$ cat src/rtl/occ_pkg.sv
package occ_pkg;
  localparam int DEC_PORTS = 5;

  typedef struct packed {
    logic                 depart;
    logic [DEC_PORTS-1:0] take;
  } occCtrl_t;
endpackage

$ cat src/rtl/occ_ctrl.sv
module occ_ctrl
  import occ_pkg::*;
(
  input  logic                 clk,
  input  logic                 rstN,
  input  logic [DEC_PORTS-1:0] decValid,
  input  logic                 flitDepart,
  output occCtrl_t             ctrl
);
  always_comb begin
    ctrl.take   = decValid;
    ctrl.depart = flitDepart;
  end


  no_phantom_take_chk: assert property (@(posedge clk) disable iff (!rstN)
    (ctrl.take & ~decValid) == '0);
endmodule

$ cat src/rtl/occ_datapath.sv
module occ_datapath
  import occ_pkg::*;
#(
  parameter int LEN_W   = 4,
  parameter int MAX_LEN = 8,
  parameter int OCC_W   = 6
) (
  input  logic                       clk,
  input  logic                       rstN,
  input  occCtrl_t                   ctrl,
  input  logic [DEC_PORTS*LEN_W-1:0] decLen,
  output logic [OCC_W-1:0]           occ,
  output logic [DEC_PORTS*OCC_W-1:0] seen
);
  localparam int WIDE_W  = OCC_W + $clog2(DEC_PORTS*MAX_LEN + 1) + 1;
  localparam int OCC_MAX = (1 << OCC_W) - 1;

  logic [WIDE_W-1:0] effLen  [DEC_PORTS];
  logic [WIDE_W-1:0] prefix  [DEC_PORTS+1];
  logic [WIDE_W-1:0] total;
  logic [WIDE_W-1:0] netVal;
  logic [OCC_W-1:0]  occNext;

  always_comb begin
    prefix[0] = '0;
    for (int i = 0; i < DEC_PORTS; i++) begin
      logic [LEN_W-1:0] raw;
      raw = decLen[i*LEN_W +: LEN_W];
      if (!ctrl.take[i])
        effLen[i] = '0;
      else if (WIDE_W'(raw) > WIDE_W'(MAX_LEN))
        effLen[i] = WIDE_W'(MAX_LEN);
      else
        effLen[i] = WIDE_W'(raw);
      prefix[i+1] = prefix[i] + effLen[i];
    end
  end

  genvar g;
  generate
    for (g = 0; g < DEC_PORTS; g++) begin : gSeen
      logic [WIDE_W-1:0] view;
      assign view = WIDE_W'(occ) + prefix[g];
      assign seen[g*OCC_W +: OCC_W] =
        (view > WIDE_W'(OCC_MAX)) ? OCC_W'(OCC_MAX) : view[OCC_W-1:0];
    end
  endgenerate

  always_comb begin
    total  = WIDE_W'(occ) + prefix[DEC_PORTS];
    netVal = (ctrl.depart && total != '0) ? total - 1'b1 : total;
    occNext = (netVal > WIDE_W'(OCC_MAX)) ? OCC_W'(OCC_MAX) : netVal[OCC_W-1:0];
  end

  always_ff @(posedge clk) begin
    if (!rstN) occ <= '0;
    else       occ <= occNext;
  end


  no_underflow_chk: assert property (@(posedge clk) disable iff (!rstN)
    (occ == '0 && ctrl.take == '0 && ctrl.depart) |=> (occ == '0));


  no_overflow_chk: assert property (@(posedge clk) disable iff (!rstN)
    (occ == OCC_W'(OCC_MAX) && !ctrl.depart) |=> (occ == OCC_W'(OCC_MAX)));


  depart_dec_chk: assert property (@(posedge clk) disable iff (!rstN)
    (ctrl.depart && ctrl.take == '0 && occ != '0) |=> (occ == $past(occ) - 1'b1));


  idle_hold_chk: assert property (@(posedge clk) disable iff (!rstN)
    (ctrl.take == '0 && !ctrl.depart) |=> $stable(occ));


  grow_chk: assert property (@(posedge clk) disable iff (!rstN)
    (ctrl.take != '0 && !ctrl.depart) |=> (occ >= $past(occ)));
endmodule

$ cat src/rtl/occ_tracker.sv
module occ_tracker
  import occ_pkg::*;
#(
  parameter int LEN_W   = 4,
  parameter int MAX_LEN = 8,
  parameter int OCC_W   = 6
) (
  input  logic                       clk,
  input  logic                       rstN,
  input  logic [DEC_PORTS-1:0]       decValid,
  input  logic [DEC_PORTS*LEN_W-1:0] decLen,
  input  logic                       flitDepart,
  output logic [OCC_W-1:0]           occupancy,
  output logic [DEC_PORTS*OCC_W-1:0] seenOcc
);
  occCtrl_t ctrl;

  occ_ctrl u_ctrl (
    .clk(clk), .rstN(rstN), .decValid(decValid),
    .flitDepart(flitDepart), .ctrl(ctrl)
  );

  occ_datapath #(.LEN_W(LEN_W), .MAX_LEN(MAX_LEN), .OCC_W(OCC_W)) u_dp (
    .clk(clk), .rstN(rstN), .ctrl(ctrl), .decLen(decLen),
    .occ(occupancy), .seen(seenOcc)
  );


  port0_view_chk: assert property (@(posedge clk) disable iff (!rstN)
    seenOcc[OCC_W-1:0] == occupancy);
endmodule

$ cat config.mk
export PLATFORM = sky130hd
export DESIGN_NAME = occ_tracker
export DESIGN_NICKNAME = d
export VERILOG_FILES = /design/src/rtl/occ_pkg.sv /design/src/rtl/occ_ctrl.sv /design/src/rtl/occ_datapath.sv /design/src/rtl/occ_tracker.sv
export SDC_FILE = /design/constraint.sdc
export NUM_CORES = 1
export LEC_CHECK = 0
export BUFFER_PORTS_ARGS = -buffer_cell sky130_fd_sc_hd__buf_2
export CAP_MARGIN = 20
export CORE_UTILIZATION = 41
export DETAILED_ROUTE_END_ITERATION = 12
export GPL_TIMING_DRIVEN = 0
export SLEW_MARGIN = 15
export SYNTH_ARGS = -nofsm -noshare
export SYNTH_HDL_FRONTEND = slang
export SYNTH_SLANG_ARGS = --single-unit
$ cat constraint.sdc
create_clock -name clk -period 13.65 [get_ports clk]
set_clock_uncertainty 0.2 [all_clocks]
set_input_delay 2.73 -clock clk [delete_from_list [all_inputs] [get_ports clk]]
set_output_delay 2.73 -clock clk [all_outputs]
set_load 0.05 [all_outputs]
==> qor.txt <==
min Tclk post-route = 10.58 ns
crit share post-route = 0.775
#FFs+latches synth = 6
Longest Clk Path Bufs = 2
RSZ-0062 raised after global routing = no
CTS Root Buffer Type = clkbuf_8
cell chain of the critical path = buf_2 -> nor2b_1 -> and2_1 -> ha_1 -> inv_1 -> fa_1 -> inv_1 -> ha_1 -> a21o_1 -> a21oi_1 -> xnor2_1 -> ha_1 -> a21oi_1 -> nand2_1 -> xor2_1 -> ha_1 -> buf_2 -> o21ai_0 -> o21ba_2 -> or3_1 -> a21oi_1 -> o21ai_0 -> buf_2
Worst-Margin Slew = 0.612 ns
cell count after synthesis = 300
total die area = 0.00603 sq mm
GR Overflow Total = 0
Final Max Slew Viols = 0
Avg WL per Cell = 12.0 um
most frequent CP cell = ha_1
Total GRT Usage = 0.182
Vias = 2174
worst hold path type = flop to flop
Hold Buf Count CTS = 0
final WL = 5260 um
Synth top area share = 0.213
Arrival @ worst endpoint = 7.65 ns
Seq/Total Area, Yosys = 0.0512
Slew Limit Headroom = 0.592
Synthesized Nets = 381
later-pin clock latency in the skew report = 0.22 ns
H-tree depth = 1
Ant. Diodes = 0
vias in the first global route = 2039
Worst Setup End Kind = primary output
Max stage delay on crit path = 0.54 ns
synthesized area per cell = 7.82 sq um
EDFF count, synth = 0
Die W = 77.6 um
Synth area leader = ha_1
initial antenna violation count = 0
core area = 0.00551 sq mm
CTS tree = yes
CP startpoint kind = input port
max reg flops = 6
gpl congestion = 0.864
Port Buffers = 62
Regs by FF count = u_dp.occ x6
Die H = 77.6 um
# rows = 27
Fin Setup TNS = 0 ns
Antenna Violating Nets Remaining = 0
Largest Register = u_dp.occ
footprint of the multi-input gates = 0.00204 sq mm
DRT Pass-1 Iters = 4
critical path class = input port to primary output
clock-pin slew on the worst setup and hold paths = 0.04 ns
setup violators final = 0
outcome = complete, no violations
register area = 120 sq um
Synth cell types = 50
Fmax = 94.5 MHz
Async SR Flop Fraction = 0
final hold viol count = 0
Sink Count = 6
via/cell ratio = 4.97
Main synth FF type = dfxtp_1
area grow syn2layout = 18.8%
post-cts sizing count = 0
Req. time, crit path = 10.72 ns
largest net degree at the start of global routing = 12
fraction of layout cells with a size suffix above 1 = 0.214
FILL cells = 587
synthesized cell area = 0.00234 sq mm
first-pass GRT wire length = 8920 um
Final #Nets = 448
post-CTS setup buffers = 0
I/O pin cnt = 64
maximum fanout along the worst path = 10
DRC Markers = 0
Yosys Warn Count = 0
Final HPWL DP = 4530 um
Critical-path top delay cell = fa_1
clock buffer count from CTS = 3
Starting Density = 0.426
DRT iter0 DRCs = 36
max-cap violations = 0
ranking of synthesized cells by area = ha_1 21%, fa_1 11%, xnor2_1 6.7%
==> logic make-up after synthesis <==
group | Yosys count | synth area share
adders and majority gates | 55 | 0.334
AOI/OAI and AO/OA | 71 | 0.210
and+or+nand+nor | 96 | 0.221
muxes | 3 | 0.0139
buffers and inverters | 45 | 0.0806
DFF | 6 | 0.0512
xor gates and xnor gates | 24 | 0.0896
==> metrics by stage <==
step	hold WS, ns	util	cells	instance area (sq um)	setup slack (ns)
2_1_floorplan	0.988	-	300	2340	3.45
5_1_grt	1.09	0.506	437	2790	2.64
6_report	1.02	0.506	437	2790	3.07
3_5_place_dp	1.05	0.499	434	2750	2.98
4_1_cts	1.06	0.506	437	2790	2.98
3_3_place_gp	1.03	0.499	434	2750	3.07
==> Yosys cell counts (2+ instances only) <==
library cell / n
nand2b_1: 11
fa_1: 13
a21o_1: 14
clkbuf_1: 6
nor2_1: 10
and2_1: 14
nand2_1: 26
ha_1: 40
o211ai_1: 2
inv_1: 36
xnor2_1: 18
o21ai_0: 15
mux2_2: 2
o21bai_1: 5
nor2b_1: 21
nand3_1: 3
xor2_1: 6
dfxtp_1: 6
o21a_1: 2
nand3b_1: 2
a21oi_1: 19
==> routing by layer <==
metal,up-vias,wire [um],global-route usage,share of wire
met5,-,0,0,0
met4,0,17,0.0283,0.0032
met3,2,199,0.00353,0.038
met2,41,2590,0.347,0.49
met1,979,2450,0.229,0.47
li1,1152,-,-,-
==> final cells by class <==
type / count / share of cell area
flip-flops and latches: 6 / 0.0431
well taps: 72 / 0.0323
repair buffers: 62 / 0.111
plain buffers: 9 / 0.0193
clock buffers: 3 / 0.0148
inverters: 36 / 0.0485
multi-input cells: 249 / 0.731
==> worst max-delay path, delay by kind of cell <==
| family | cells | cell delay, ns |
|---|---|---|
| xor+xnor | 2 | 0.38 |
| buf+inv | 5 | 0.71 |
| simple gates | 4 | 0.78 |
| compound gates | 7 | 1.44 |
| fa+ha+maj | 5 | 1.60 |
==> placed cells by master (no fill, tap or decap), types with 2 or more instances in the layout <==
cell type	count
xnor2_1	18
dfxtp_1	6
a21oi_1	19
o21ai_0	15
inv_1	36
nand3b_1	2
nor2_1	10
nand3_1	3
mux2_2	2
and2_1	14
o21bai_1	5
buf_2	63
nand2b_1	11
xor2_1	6
clkbuf_8	3
fa_1	13
a21o_1	14
ha_1	40
nor2b_1	21
clkbuf_1	6
o211ai_1	2
nand2_1	26
o21a_1	2
==> path summary, 6_finish.rpt <==
path | start | end | slack [ns] | cells past startpoint
worst max-delay path | decLen[3] | seenOcc[29] | 3.07 | 23
worst min register to register | u_dp.occ[0] | u_dp.occ[0] | 1.02 | 4
worst max register to register | u_dp.occ[1] | u_dp.occ[1] | 9.22 | 12
worst min-delay path | u_dp.occ[0] | u_dp.occ[0] | 1.02 | 4
Power is left out: the tool's default activity adds up to more than one toggle a clock period on the data nets, which glitch-free logic cannot reach.
